### src/rtl/dac_load_pkg.sv
package dac_load_pkg;
  localparam int CODE_W = 12;
  localparam int LOW_W  = 8;
  localparam int HIGH_W = CODE_W - LOW_W;
  localparam int NUM_CH = 2;

  typedef struct packed {
    logic             commit;
    logic             chanSel;
    logic             highPart;
    logic [LOW_W-1:0] byteVal;
    logic             transfer;
  } dacStrobe_t;
endpackage

### src/rtl/dac_strobe_sync.sv
module dac_strobe_sync #(
  parameter int STAGES = 2,
  parameter int WIDTH  = 3
) (
  input  logic             clk,
  input  logic             rst,
  input  logic [WIDTH-1:0] asyncIn,
  output logic [WIDTH-1:0] syncOut
);
  logic [WIDTH-1:0] stageReg [STAGES];

  genvar s;
  generate
    for (s = 0; s < STAGES; s++) begin : g_stage
      always_ff @(posedge clk) begin
        if (rst) stageReg[s] <= '1;
        else if (s == 0) stageReg[s] <= asyncIn;
        else stageReg[s] <= stageReg[(s == 0) ? 0 : s-1];
      end
    end
  endgenerate

  assign syncOut = stageReg[STAGES-1];
endmodule

### src/rtl/dac_load_ctrl.sv
module dac_load_ctrl
  import dac_load_pkg::*;
#(
  parameter int MIN_LOW = 4
) (
  input  logic             clk,
  input  logic             rst,
  input  logic             csS,
  input  logic             wrS,
  input  logic             loadS,
  input  logic [1:0]       addrIn,
  input  logic [LOW_W-1:0] dataIn,
  output dacStrobe_t       strobe,
  output logic             loadErr
);
  localparam int CNT_W = $clog2(MIN_LOW + 1) + 1;
  localparam logic [CNT_W-1:0] CNT_MAX = '1;
  localparam logic [CNT_W-1:0] MIN_CNT = CNT_W'(MIN_LOW);

  logic             wrActive, wrPrev, writeEnd;
  logic             loadPrev, loadRise, loadOk;
  logic [1:0]       holdAddr;
  logic [LOW_W-1:0] holdData;
  logic [CNT_W-1:0] lowCnt;

  assign wrActive = ~csS & ~wrS;
  assign writeEnd = wrPrev & ~wrActive;
  assign loadRise = loadS & ~loadPrev;
  assign loadOk   = (lowCnt >= MIN_CNT);

  always_ff @(posedge clk) begin
    if (rst) begin
      wrPrev   <= 1'b0;
      loadPrev <= 1'b1;
      holdAddr <= '0;
      holdData <= '0;
      lowCnt   <= '0;
      loadErr  <= 1'b0;
    end else begin
      wrPrev   <= wrActive;
      loadPrev <= loadS;
      if (wrActive) begin
        holdAddr <= addrIn;
        holdData <= dataIn;
      end
      if (loadS) lowCnt <= '0;
      else if (writeEnd) lowCnt <= '0;
      else if (lowCnt != CNT_MAX) lowCnt <= lowCnt + 1'b1;
      if (loadRise) loadErr <= ~loadOk;
    end
  end

  always_comb begin
    strobe          = '0;
    strobe.commit   = writeEnd;
    strobe.chanSel  = holdAddr[1];
    strobe.highPart = holdAddr[0];
    strobe.byteVal  = holdData;
    strobe.transfer = loadRise & loadOk;
  end
endmodule

### src/rtl/dac_load_dpath.sv
module dac_load_dpath
  import dac_load_pkg::*;
#(
  parameter int VIN_W = 8
) (
  input  logic                             clk,
  input  logic                             rst,
  input  dacStrobe_t                       strobe,
  input  logic [VIN_W-1:0]                 vin,
  output logic [NUM_CH-1:0][CODE_W-1:0]    dacCode,
  output logic [NUM_CH-1:0][VIN_W-1:0]     scaled
);
  localparam int PROD_W = VIN_W + CODE_W;

  genvar ch;
  generate
    for (ch = 0; ch < NUM_CH; ch++) begin : g_chan
      logic [LOW_W-1:0]  inLow;
      logic [HIGH_W-1:0] inHigh;
      logic [CODE_W-1:0] outReg;
      logic [PROD_W-1:0] prod;
      logic              hit;

      assign hit = strobe.commit && (strobe.chanSel == 1'(ch));

      always_ff @(posedge clk) begin
        if (rst) begin
          inLow  <= '0;
          inHigh <= '0;
          outReg <= '0;
        end else begin
          if (hit && strobe.highPart)  inHigh <= strobe.byteVal[HIGH_W-1:0];
          if (hit && !strobe.highPart) inLow  <= strobe.byteVal;
          if (strobe.transfer)         outReg <= {inHigh, inLow};
        end
      end

      assign prod        = {{CODE_W{1'b0}}, vin} * {{VIN_W{1'b0}}, outReg};
      assign dacCode[ch] = outReg;
      assign scaled[ch]  = prod[PROD_W-1:CODE_W];
    end
  endgenerate
endmodule

### src/rtl/dual_dac_loader.sv
module dual_dac_loader
  import dac_load_pkg::*;
#(
  parameter int VIN_W       = 8,
  parameter int MIN_LOW     = 4,
  parameter int SYNC_STAGES = 2
) (
  input  logic              clk,
  input  logic              rst,
  input  logic              csN,
  input  logic              wrN,
  input  logic [1:0]        addr,
  input  logic [7:0]        dataIn,
  input  logic              loadN,
  input  logic [VIN_W-1:0]  vin,
  output logic [11:0]       dacA,
  output logic [11:0]       dacB,
  output logic [VIN_W-1:0]  voutA,
  output logic [VIN_W-1:0]  voutB,
  output logic              loadErr
);
  logic [2:0] syncBus;
  dacStrobe_t strobe;
  logic [NUM_CH-1:0][CODE_W-1:0] dacCode;
  logic [NUM_CH-1:0][VIN_W-1:0]  scaled;

  dac_strobe_sync #(.STAGES(SYNC_STAGES), .WIDTH(3)) u_sync (
    .clk(clk), .rst(rst),
    .asyncIn({csN, wrN, loadN}),
    .syncOut(syncBus)
  );

  dac_load_ctrl #(.MIN_LOW(MIN_LOW)) u_ctrl (
    .clk(clk), .rst(rst),
    .csS(syncBus[2]), .wrS(syncBus[1]), .loadS(syncBus[0]),
    .addrIn(addr), .dataIn(dataIn),
    .strobe(strobe), .loadErr(loadErr)
  );

  dac_load_dpath #(.VIN_W(VIN_W)) u_dpath (
    .clk(clk), .rst(rst), .strobe(strobe), .vin(vin),
    .dacCode(dacCode), .scaled(scaled)
  );

  assign dacA  = dacCode[0];
  assign dacB  = dacCode[1];
  assign voutA = scaled[0];
  assign voutB = scaled[1];
endmodule

### config.mk
export PLATFORM = sky130hd
export DESIGN_NAME = dual_dac_loader
export DESIGN_NICKNAME = d
export VERILOG_FILES = /design/src/rtl/dac_load_pkg.sv /design/src/rtl/dac_strobe_sync.sv /design/src/rtl/dac_load_ctrl.sv /design/src/rtl/dac_load_dpath.sv /design/src/rtl/dual_dac_loader.sv
export SDC_FILE = /design/constraint.sdc
export NUM_CORES = 1
export LEC_CHECK = 0
export ABC_CLOCK_PERIOD_IN_PS = 9200
export BUFFER_PORTS_ARGS = -buffer_cell sky130_fd_sc_hd__buf_4
export CAP_MARGIN = 0
export CORE_MARGIN = 2
export CORE_UTILIZATION = 55
export DETAILED_ROUTE_END_ITERATION = 8
export PLACE_DENSITY = 0.75
export SYNTH_ARGS = -nofsm -noshare
export SYNTH_HDL_FRONTEND = slang
export SYNTH_SLANG_ARGS = --single-unit
### constraint.sdc
create_clock -name clk -period 9.2 [get_ports clk]
set_clock_uncertainty 0.1 [all_clocks]
set_input_delay 1.84 -clock clk [delete_from_list [all_inputs] [get_ports clk]]
set_output_delay 1.84 -clock clk [all_outputs]
set_load 0.005 [all_outputs]
# After elaboration in Yosys (flattened, before gate mapping)

Memories as Yosys holds them, arrays and structs flattened.
Index checks and enable logic that the tools add are counted.

Register bits: 65
RAM bits: 6
Output and inout bits: 41
Memories: 1

Memory list:

| memory          | depth | width | read ports | clocked after Yosys merged registers in | write ports | line                  | text |
|---|---|---|---|---|---|---|---|
| u_sync.stageReg | 2     | 3     | 2          | 0                                       | 2           | dac_strobe_sync.sv:10 | `logic [WIDTH-1:0] stageReg [STAGES];` |

Add/sub/neg operators: 1
Multipliers: 2
Order comparisons: 1
Equality and inequality tests: 1
Mux-type cells: 5
Bitwise logic cells: 12
Reductions and logical operators: 8

Operators with widths:

| cell                                                                  | number |
|---|---|
| 8-bit by 12-bit multiplier with 20-bit output                         | 2 |
| 1-bit logical AND                                                     | 6 |
| 3-bit 2-to-1 mux                                                      | 2 |
| 1-bit NOT                                                             | 6 |
| 4-bit by 1-bit adder with 4-bit output, second input constant         | 1 |
| 1-bit AND                                                             | 4 |
| 4-bit by 3-bit >= comparator with 1-bit output, second input constant | 1 |
| 4-bit != test, second input constant                                  | 1 |
| 1-bit 2-to-1 mux                                                      | 3 |
| 3-bit OR reduction                                                    | 1 |
| 1-bit bitwise OR                                                      | 2 |
| 1-bit logical NOT                                                     | 1 |

# Logic depth before layout (Yosys ltp)

Gate-level depths: netlist of the first run.

Depth in word-level cells: 6
Depth in mapped cells: 17

# Cells and area by module

From an unflattened synthesis of the first run, not the netlist that was laid out.

Cells, all modules: 889
Area total of the unflattened synthesis: 8,180.3 sq um

By module, submodules not included:

| module          | instances | cells each | area each (sq um) | seq. area each (sq um) |
|---|---|---|---|---|
| dac_load_dpath  | 1         | 803        | 7,385.8           | 960.9 |
| dac_load_ctrl   | 1         | 74         | 636.9             | 340.3 |
| dac_strobe_sync | 1         | 12         | 157.7             | 120.1 |

# Worst setup path after synthesis of the first run

OpenSTA, ideal clock, no wires.

Path type: input to output
Start point: input port vin[5]
End point: output port voutB[1]
Arrival time: 5.757 ns
Required time: 7.260 ns
Path slack: 1.503 ns
Cell stages on the path: 16
Buffers on the path: 1
Cell sequence: clkbuf_1 nand2_1 fa_1 fa_1 inv_1 fa_1 inv_1 fa_1 inv_1 ha_1 o21ai_0 o21a_1 nor2_1 or3_1 o31a_1 xor2_1

Word-level cells in the longest chain between the ends: 1

Ends and longest elaborated chain:

| what                                          | line                  | text |
|---|---|---|
| start: declaration                            | dual_dac_loader.sv:15 | `input logic [VIN_W-1:0] vin,` |
| 8-bit by 12-bit multiplier with 20-bit output | dac_load_dpath.sv:38  | `assign prod = {{CODE_W{1'b0}}, vin} * {{VIN_W{1'b0}}, outReg};` |
| end: declaration                              | dual_dac_loader.sv:19 | `output logic [VIN_W-1:0] voutB,` |

No other way between the ends.

# Worst setup path in the final report of the first run

Start point: input port vin[5]
End point: output port voutB[6]

The elaborated chain is that of the path after synthesis.

==> qor.yml, run 1 <==
status: "completed"
crit_fanout: 24
dieWidth_um: 126
place_area_mm2: 0.00875
switchingPower_uw: 155
comb_power_share_pct: 3.9
routabilityCongestion: 0.798
finalSetupTns_ps: 0
setup_violations: 0
ys_ff_latch: 71
max_stage_delay_ps: 530
via_count: 6127
synth-edff-count: 0
grt_pass1_wl_um: 29100
path_buf_inv: 6
worstSetupPathType: "input pin to primary output"
clockBufferDepth: 2
r2r_slack_ps: 7180
synthTopCellsByArea: "fa_1, dfxtp_1, and2_1"
max_freq_ghz: 0.124
ff_latch_area_mm2: 0.00142
netlist_area_mm2: 0.00816
r2r-end: "u_dpath.g_chan[0].inLow[1]"
slew_viol_final: 0
holdPathEnd: "u_sync.stageReg[1][0]"
cts_resized: 0
p_seq_share_pct: 45.3
fp-row-count: 44
die_area_mm2: 0.0158
maxCapViolations: 0
via_per_inst: 5.29
timing.rr.start: "u_sync.stageReg[1][1]"
multi_input_area_mm2: 0.00606
synth_top_flop_cell: "dfxtp_1"
die_y_um: 126
syn_avg_cell_area_um2: 8.82
worstSkewPairLatency_ps: 320
r2r_cells: 5
grt_max_degree: 68
dr.pass1.iters: 4
grt_pass1_vias: 6291
wl_per_cell_um: 14.1
finalCriticalPeriod_ps: 8040
rsz0062_at_grt: "false"
seq_area_frac_synth_pct: 17.4
worst_pin_slew_ps: 873
crit_family: "adder cells"
synth_top_family_by_area: "adder cells"
required_ps: 7260
synthMuxAreaShare_pct: 3.19
root_buffer: "clkbuf_16"
drc: 0
nets: 1185
hp-class: "flip-flop to flip-flop"
hold_depth: 1
relSlewSlack_pct: 41.5
power.internal_uw: 530
end_kind: "primary output"
drive_above_1_share_pct: 9.65
antenna_found_initial: 0
cts_hold_buf: 0
cts_setup_buffers: 0
grt-ovfl-total: 0
antennaDiodeCount: 0
drt.antenna.violating_nets: 0
worstHoldStart: "u_sync.stageReg[0][0]"
grt_usage_pct: 21.9
nFillCells: 1270
post-dp-hpwl_um: 12300
cp_slowest_cell: "fa_1"
synth_compound_area_share_pct: 7.10
post-route-util_pct: 62.3
dpl.cell_count: 1142
synth_top_cell_area_share_pct: 28.9
synth_area_leader_cell: "fa_1"
syn_inst: 926
fin_crit_sh_pct: 87.4
io_pins: 64
yosys.area_share.simple_pct: 21.8
crit_arrival_ps: 6100
syn_to_final_growth_pct: 11.0
stdcell_area_mm2: 0.00906
yosysUniqueCellTypes: 46
clock_sinks: 71
ctsHtreeMaxLevel: 3
netSwitchingFraction_pct: 22.7
wirelength_um: 16300
ys_warn_count: 0
crit_chain: "buf_4 > and2_1 > fa_1 > inv_1 > fa_1 > inv_1 > fa_1 > inv_1 > fa_1 > inv_1 > ha_1 > nand2_1 > or3_4 > or3_1 > o211ai_2 > a21oi_1 > xnor2_1 > buf_4"
syn_nets: 1142
port_buffers: 63
core-area_mm2: 0.0145
numCtsBuffers: 9
hold_viol_final: 0
instances_no_fill: 1158
power_uw: 686
clk_pin_slew_ps: 60
async_flop_share_pct: 0
initial_core_util_pct: 56.2
drt_iter0_drc: 254
power.leakage_uw: 0.00459
synth_xor_area_share_pct: 1.72
startpoint_type: "input pin"
p_per_area_mw_per_mm2: 75.7
ir_worst_vdd_uv: 123
clkPwrFrac_pct: 50.8
synthAdderAreaFrac_pct: 40.4
cts_tree: "done"
==> worst max-delay path by stage <==
stage / start / end / slack (ps) / cells past startpoint
5_1_grt: vin[5] / voutB[1] / 890 / 17
3_5_place_dp: vin[5] / voutB[1] / 1150 / 17
3_3_place_gp: vin[5] / voutB[1] / 1210 / 17
6_report: vin[5] / voutB[6] / 1160 / 18
4_1_cts: vin[5] / voutB[1] / 1140 / 17
2_1_floorplan: vin[5] / voutB[1] / 1500 / 16
==> cells by family (layout without fill, tap and decap cells) <==
group                      after synthesis  count (layout)
and+or+nand+nor                        342             342
AOI/OAI and AO/OA                       97              97
buffers and inverters                  181             229
muxes                                   26              26
DFF                                     71              71
adders and majority gates              193             193
xor gates and xnor gates                16              16
==> registers in the layout, indices dropped and copies added, names as in the netlist <==
signal and flops:
u_ctrl.loadPrev 1, u_dpath.g_chan.inLow 16, u_sync.stageReg 6, u_dpath.g_chan.outReg 24, u_ctrl.holdData 8, u_ctrl.wrPrev 1, u_ctrl.lowCnt 4, u_ctrl.holdAddr 2
u_dpath.g_chan.inHigh 8, u_ctrl.loadErr 1
==> cell usage in the layout (no fill, tap or decap), types with 4 or more instances in the layout <==
cell type / count
a211oi_1: 4
a21oi_1: 53
and2_1: 158
buf_4: 65
clkbuf_16: 9
dfxtp_1: 71
fa_1: 118
ha_1: 75
inv_1: 148
mux2i_1: 26
nand2_1: 110
nand4_1: 6
nor2_1: 40
nor3_1: 4
o21ai_0: 13
or2_2: 8
xnor2_1: 12
xor2_1: 4
==> per-layer routing <==
layer / share of wire [%] / routed length (um) / vias to the layer above / track usage, %
li1: - / - / 2958 / -
met1: 46 / 7470 / 3057 / 30.3
met2: 50 / 8230 / 97 / 37.8
met3: 3.0 / 489 / 15 / 2.17
met4: 0.87 / 142 / 0 / 4.78
met5: 0 / 0 / - / 0
==> through the flow <==
step	setup slack (ps)	hold slack, ps
2_1_floorplan	1500	289
3_3_place_gp	1210	293
3_5_place_dp	1150	293
4_1_cts	1140	308
5_1_grt	887	322
6_report	1160	306
==> Yosys cell counts (all sizes together) (5+ instances only) <==
cell type / count
ha: 75
nand4: 6
clkbuf: 31
inv: 148
xnor2: 12
fa: 118
nand2: 110
dfxtp: 71
a21oi: 53
nor3: 5
or2: 8
nor2: 40
o21ai: 14
and2: 158
mux2i: 26
==> power groups by stage <==
stage / logic, uW / registers (uW) / clock network [uW]
3_5_place_dp: 26.5 / 317 / 0
5_1_grt: 29.0 / 311 / 369
6_report: 26.5 / 311 / 348
3_3_place_gp: 26.1 / 317 / 0
4_1_cts: 26.6 / 311 / 352
2_1_floorplan: 12.5 / 317 / 0
==> cell type report <==
class                      count  area share (%)
multi-input combinational    674            66.9
sequential                    71            15.7
inverter                     148            6.13
timing repair buffer          65            5.39
tap                          184            2.54
clock buffer                   9            2.49
clock inverter                 7           0.884
(Power assumes the default switching activity.)
==> run 2: changes to the inputs <==
CELL_PAD_IN_SITES_DETAIL_PLACEMENT = 1   (was default)
CELL_PAD_IN_SITES_GLOBAL_PLACEMENT = 2   (was default)
CORE_UTILIZATION = 39   (was 55)
PLACE_DENSITY = 0.84   (was 0.75)
==> run 2 against run 1 <==
Compared with the run above:
- via count is 1.1% higher
- register-to-register slack worse by 50 ps
- non-clock buffer count stayed put
- worst hold slack better by 4.0 ps
- critical path type unchanged
- largest cell class unchanged
- largest power group unchanged
==> qor.yml, run 2 (same netlist as run 1, synthesis figures left out) <==
status: "completed"
power_uw: 674  # -1.7%
post-dp-hpwl_um: 14300  # +16%
p_per_area_mw_per_mm2: 73.7  # -2.7%
power.leakage_uw: 0.00457  # -0.34%
worstSetupPathType: "input pin to primary output"
maxCapViolations: 0  # unchanged
ff_latch_area_mm2: 0.00142  # unchanged
final_common_cell: "and2_1"
ctsHtreeMaxLevel: 3  # unchanged
stdcell_area_mm2: 0.00915  # +0.99%
ir_worst_vdd_uv: 103  # -17%
crit_fanout: 24  # unchanged
die_y_um: 149  # +18%
io_pins: 64  # unchanged
fp-row-count: 52  # +18%
wirelength_um: 19000  # +16%
cts_hold_buf: 0  # unchanged
rsz0062_at_grt: "false"
drt.antenna.violating_nets: 0  # unchanged
startpoint_type: "input pin"
syn_to_final_growth_pct: 12.1
clockBufferDepth: 2  # unchanged
hold_viol_final: 0  # unchanged
fin_crit_sh_pct: 88.2  # +0.86 points
nets: 1185  # unchanged
core-area_mm2: 0.0204  # +40%
port_buffers: 63  # unchanged
routabilityCongestion: 0.751  # -5.8%
worstSkewPairLatency_ps: 330  # about the same
drive_above_1_share_pct: 9.65  # unchanged
initial_core_util_pct: 40.1  # -16 points
root_buffer: "clkbuf_16"
relSlewSlack_pct: 38.6  # -2.9 points
antennaDiodeCount: 0  # unchanged
cts_tree: "done"
finalSetupTns_ps: 0  # unchanged
grt_pass1_vias: 6686  # +6.3%
grt-ovfl-total: 0  # unchanged
cts_setup_buffers: 0  # unchanged
worst_pin_slew_ps: 917  # +43.2 ps
dieWidth_um: 149  # +18%
required_ps: 7260  # about the same
end_kind: "primary output"
grt_busiest_layer: "met2"
antenna_found_initial: 0  # unchanged
cts_resized: 0  # unchanged
dr.pass1.iters: 4  # unchanged
multi_input_area_mm2: 0.00606  # unchanged
wl_per_cell_um: 15.3  # +8.4%
grt_usage_pct: 18.2  # -3.7 points
use_met2_pct: 32.5  # -5.3 points
drc: 0  # unchanged
clock_sinks: 71  # unchanged
hp-class: "flip-flop to flip-flop"
r2r_slack_ps: 7130  # -50 ps
largest_reg_flops: 24  # unchanged
top_register: "u_dpath.g_chan.outReg"
setup_violations: 0  # unchanged
place_area_mm2: 0.00886  # +1.2%
drt_iter0_drc: 157  # -38%
grt_max_degree: 68  # unchanged
max_freq_ghz: 0.123  # -0.98%
via_per_inst: 4.98  # -5.9%
crit_arrival_ps: 6180  # +80 ps
clk_pin_slew_ps: 60  # about the same
finalCriticalPeriod_ps: 8120  # +79.2 ps
die_area_mm2: 0.0221  # +40%
reg_top3: "u_dpath.g_chan.outReg: 24 flops, u_dpath.g_chan.inLow: 16 flops"
numCtsBuffers: 9  # unchanged
grt_use_met3_pct: 1.41  # -0.76 points
use_met1_pct: 24.4  # -5.9 points
final_cell_mix: "and2_1, inv_1, fa_1"
via_count: 6194  # +1.1%
nFillCells: 2400  # +89%
slew_viol_final: 0  # unchanged
grt_pass1_wl_um: 32600  # +12%
==> run 2: cell count changes in the layout (fill, tap and decap cells not counted) <==
| cell | delta |
|---|---|
| inv_8 | +1 |
| inv_6 | +1 |
| bufinv_16 | -1 |
| clkinvlp_4 | +2 |
| clkinv_4 | -2 |
| clkinv_2 | -1 |
==> run 2: power by group <==
group | internal (uW) | total [uW] | switching, uW
Clock | 188 | 336 | 147
Sequential | 309 | 311 | 1.35
Combinational | 7.85 | 27.7 | 19.9
Total | 505 | 674 | 169
==> run 2: final cells by class <==
cell class,instances,share of cell area [%]
sequential,71,15.5
timing repair buffer,65,5.33
inverter,148,6.07
tap,270,3.69
clock inverter,7,0.684
clock buffer,9,2.46
multi-input combinational,674,66.2
==> run 2: through the flow <==
step,worst slack [ps],instances,util (%),hold WS (ps)
floorplan,1500,926,-,289
global placement,1160,1228,43.5,292
detailed placement,1070,1228,43.5,302
CTS,1060,1244,44.9,317
global route,845,1244,44.9,336
finish,1080,1244,44.9,310
==> run 2: final timing paths <==
| path | cells past startpoint | startpoint | to |
|---|---|---|---|
| worst max-delay path | 18 | vin[5] | voutB[6] |
| worst max register to register | 5 | u_sync.stageReg[1][1] | u_dpath.g_chan[0].inLow[4] |
| worst min register to register | 1 | u_sync.stageReg[0][0] | u_sync.stageReg[1][0] |
| worst min-delay path | 1 | u_sync.stageReg[0][0] | u_sync.stageReg[1][0] |
==> run 2: layer usage <==
layer	wire length [um]	up-vias
li1	-	2967
met1	9010	3143
met2	9460	70
met3	395	14
met4	163	0
met5	0	-
==> run 2: worst max-delay path: stages <==
cell	delay, ps
buf_4	200
and2_1	210
fa_1	550
inv_1	60
fa_1	480
inv_1	60
fa_1	510
inv_1	60
fa_1	470
inv_1	40
ha_1	310
nand2_1	80
or3_4	340
or3_1	400
o211ai_2	150
a21oi_1	130
xnor2_1	150
buf_4	130
==> run 3: changes to the inputs <==
ABC_CLOCK_PERIOD_IN_PS = 10200   (was 9200)
CORE_UTILIZATION = 42   (was 39)
PLACE_DENSITY = 0.89   (was 0.84)
clock period = 10.2 ns   (was 9.2 ns; I/O delays follow)
==> run 3 against run 2 <==
Compared with the run above:
- power shrank 7.0%
- cell area is essentially flat
- via count grew 0.45%
- global-route usage grew 2.1 points
- register-to-register slack gained 990 ps
- worst hold slack lost 1.7 ps
- highest routed layer unchanged
==> qor.yml, run 3 (same netlist as run 1, synthesis figures left out) <==
status: "completed"
worstHoldStart: "u_sync.stageReg[0][0]"
numCtsBuffers: 9  # unchanged
end_kind: "primary output"
routabilityCongestion: 0.774  # +3.1%
grt_pass1_vias: 6739  # +0.79%
grt-ovfl-total: 0  # unchanged
worst_pin_slew_ps: 923  # +6.76 ps
hp-class: "flip-flop to flip-flop"
cts_resized: 0  # unchanged
p_per_area_mw_per_mm2: 68.4  # -7.1%
finalSetupTns_ps: 0  # unchanged
drc: 0  # unchanged
ir_worst_vdd_uv: 86.6  # -16%
crit_fanout: 24  # unchanged
clk_pin_slew_ps: 60  # about the same
path_buf_inv: 6  # unchanged
via_per_inst: 5.04  # +1.3%
r2r_cells: 5  # unchanged
via_count: 6222  # +0.45%
cts_setup_buffers: 0  # unchanged
cp_slowest_cell: "fa_1"
nFillCells: 2262  # -5.8%
clockBufferDepth: 2  # unchanged
wirelength_um: 19400  # +2.1%
drive_above_1_share_pct: 9.55  # -0.10 points
power.leakage_uw: 0.00459  # +0.45%
die_area_mm2: 0.0206  # -7.0%
core-area_mm2: 0.0189  # -7.2%
critPathCapture: "voutB[5]"
syn_to_final_growth_pct: 12.2  # about the same
finalCriticalPeriod_ps: 8550
grt_usage_pct: 20.3  # +2.1 points
antenna_found_initial: 0  # unchanged
required_ps: 8060  # +800 ps
dieWidth_um: 143  # -3.5%
drt_iter0_drc: 201  # +28%
crit_cells: 18  # unchanged
die_y_um: 143  # -3.5%
startpoint_type: "input pin"
max_stage_delay_ps: 590  # +40 ps
nets: 1185  # unchanged
io_pins: 64  # unchanged
grt_pass1_wl_um: 33300  # +2.1%
r2r-end: "u_dpath.g_chan[0].inLow[4]"
wl_per_cell_um: 15.7  # +2.9%
timing.rr.start: "u_sync.stageReg[1][2]"
final_common_cell: "and2_1"
power_uw: 627  # -7.0%
setup_violations: 0  # unchanged
crit_arrival_ps: 6410  # +230 ps
grt_max_degree: 68  # unchanged
rsz0062_at_grt: "false"
port_buffers: 63  # unchanged
max_freq_ghz: 0.117
clock_sinks: 71  # unchanged
largest_reg_flops: 24  # unchanged
relSlewSlack_pct: 38.1  # -0.45 points
fp-row-count: 50  # -3.8%
drt.antenna.violating_nets: 0  # unchanged
crit_family: "adder cells"
fin_crit_sh_pct: 83.8
slew_viol_final: 0  # unchanged
crit_chain: "buf_4 > and2_1 > fa_1 > inv_1 > fa_1 > inv_1 > fa_1 > inv_1 > fa_1 > inv_1 > ha_1 > nand2_1 > or3_4 > or3_1 > o211ai_2 > o31ai_1 > xnor2_1 > buf_4"
hold_viol_final: 0  # unchanged
initial_core_util_pct: 43.2  # +3.1 points
final_cell_mix: "and2_1, inv_1, fa_1"
root_buffer: "clkbuf_16"
cts_hold_buf: 0  # unchanged
cts_tree: "done"
post-dp-hpwl_um: 14700  # +2.7%
dr.pass1.iters: 4  # unchanged
worstSkewPairLatency_ps: 330  # about the same
crit_start: "vin[5]"
top_register: "u_dpath.g_chan.outReg"
ctsHtreeMaxLevel: 3  # unchanged
r2r_slack_ps: 8120  # +990 ps
antennaDiodeCount: 0  # unchanged
worstSetupPathType: "input pin to primary output"
reg_top3: "u_dpath.g_chan.outReg: 24 flops, u_dpath.g_chan.inLow: 16 flops"
maxCapViolations: 0  # unchanged
[run 3: layout make-up]
type | count | area, um^2 | share of cell area [%]
sequential | 71 | 1420 | 15.5
clock inverter | 4 | 52.6 | 0.574
tap | 260 | 325 | 3.55
timing repair buffer | 65 | 488 | 5.33
multi-input combinational | 674 | 6060 | 66.2
clock buffer | 12 | 256 | 2.80
inverter | 148 | 556 | 6.07
[run 3: how the worst min path moves through the flow]
stage | to | slack, ps | cells after the start
global route | u_sync.stageReg[1][0] | 320 | 1
floorplan | u_sync.stageReg[1][0] | 290 | 1
finish | u_sync.stageReg[1][0] | 310 | 1
global placement | u_sync.stageReg[1][2] | 290 | 1
detailed placement | u_sync.stageReg[1][0] | 300 | 1
CTS | u_sync.stageReg[1][0] | 310 | 1
[run 3: stage by stage]
step | worst slack, ps | instances | util (%) | hold slack [ps] | cell area (um^2)
2_1_floorplan | 2100 | 926 | - | 289 | 8160
3_3_place_gp | 1770 | 1218 | 46.8 | 292 | 8850
3_5_place_dp | 1650 | 1218 | 46.8 | 298 | 8850
4_1_cts | 1630 | 1234 | 48.5 | 312 | 9160
5_1_grt | 1440 | 1234 | 48.5 | 319 | 9160
6_report | 1650 | 1234 | 48.5 | 309 | 9160
[run 3: where the power goes]
part           switching (uW)  internal [uW]  total [uW]
Clock                     118            204         321
Sequential               1.16            279         280
Combinational            17.9           7.09        25.0
Total                     137            490         627
[run 3: layer usage]
metal,vias to the layer above,wire length (um),global-route usage (%)
li1,2958,-,-
met1,3168,8800,26.6
met5,-,0,0
met3,12,461,1.63
met2,84,9980,36.9
met4,0,178,4.08
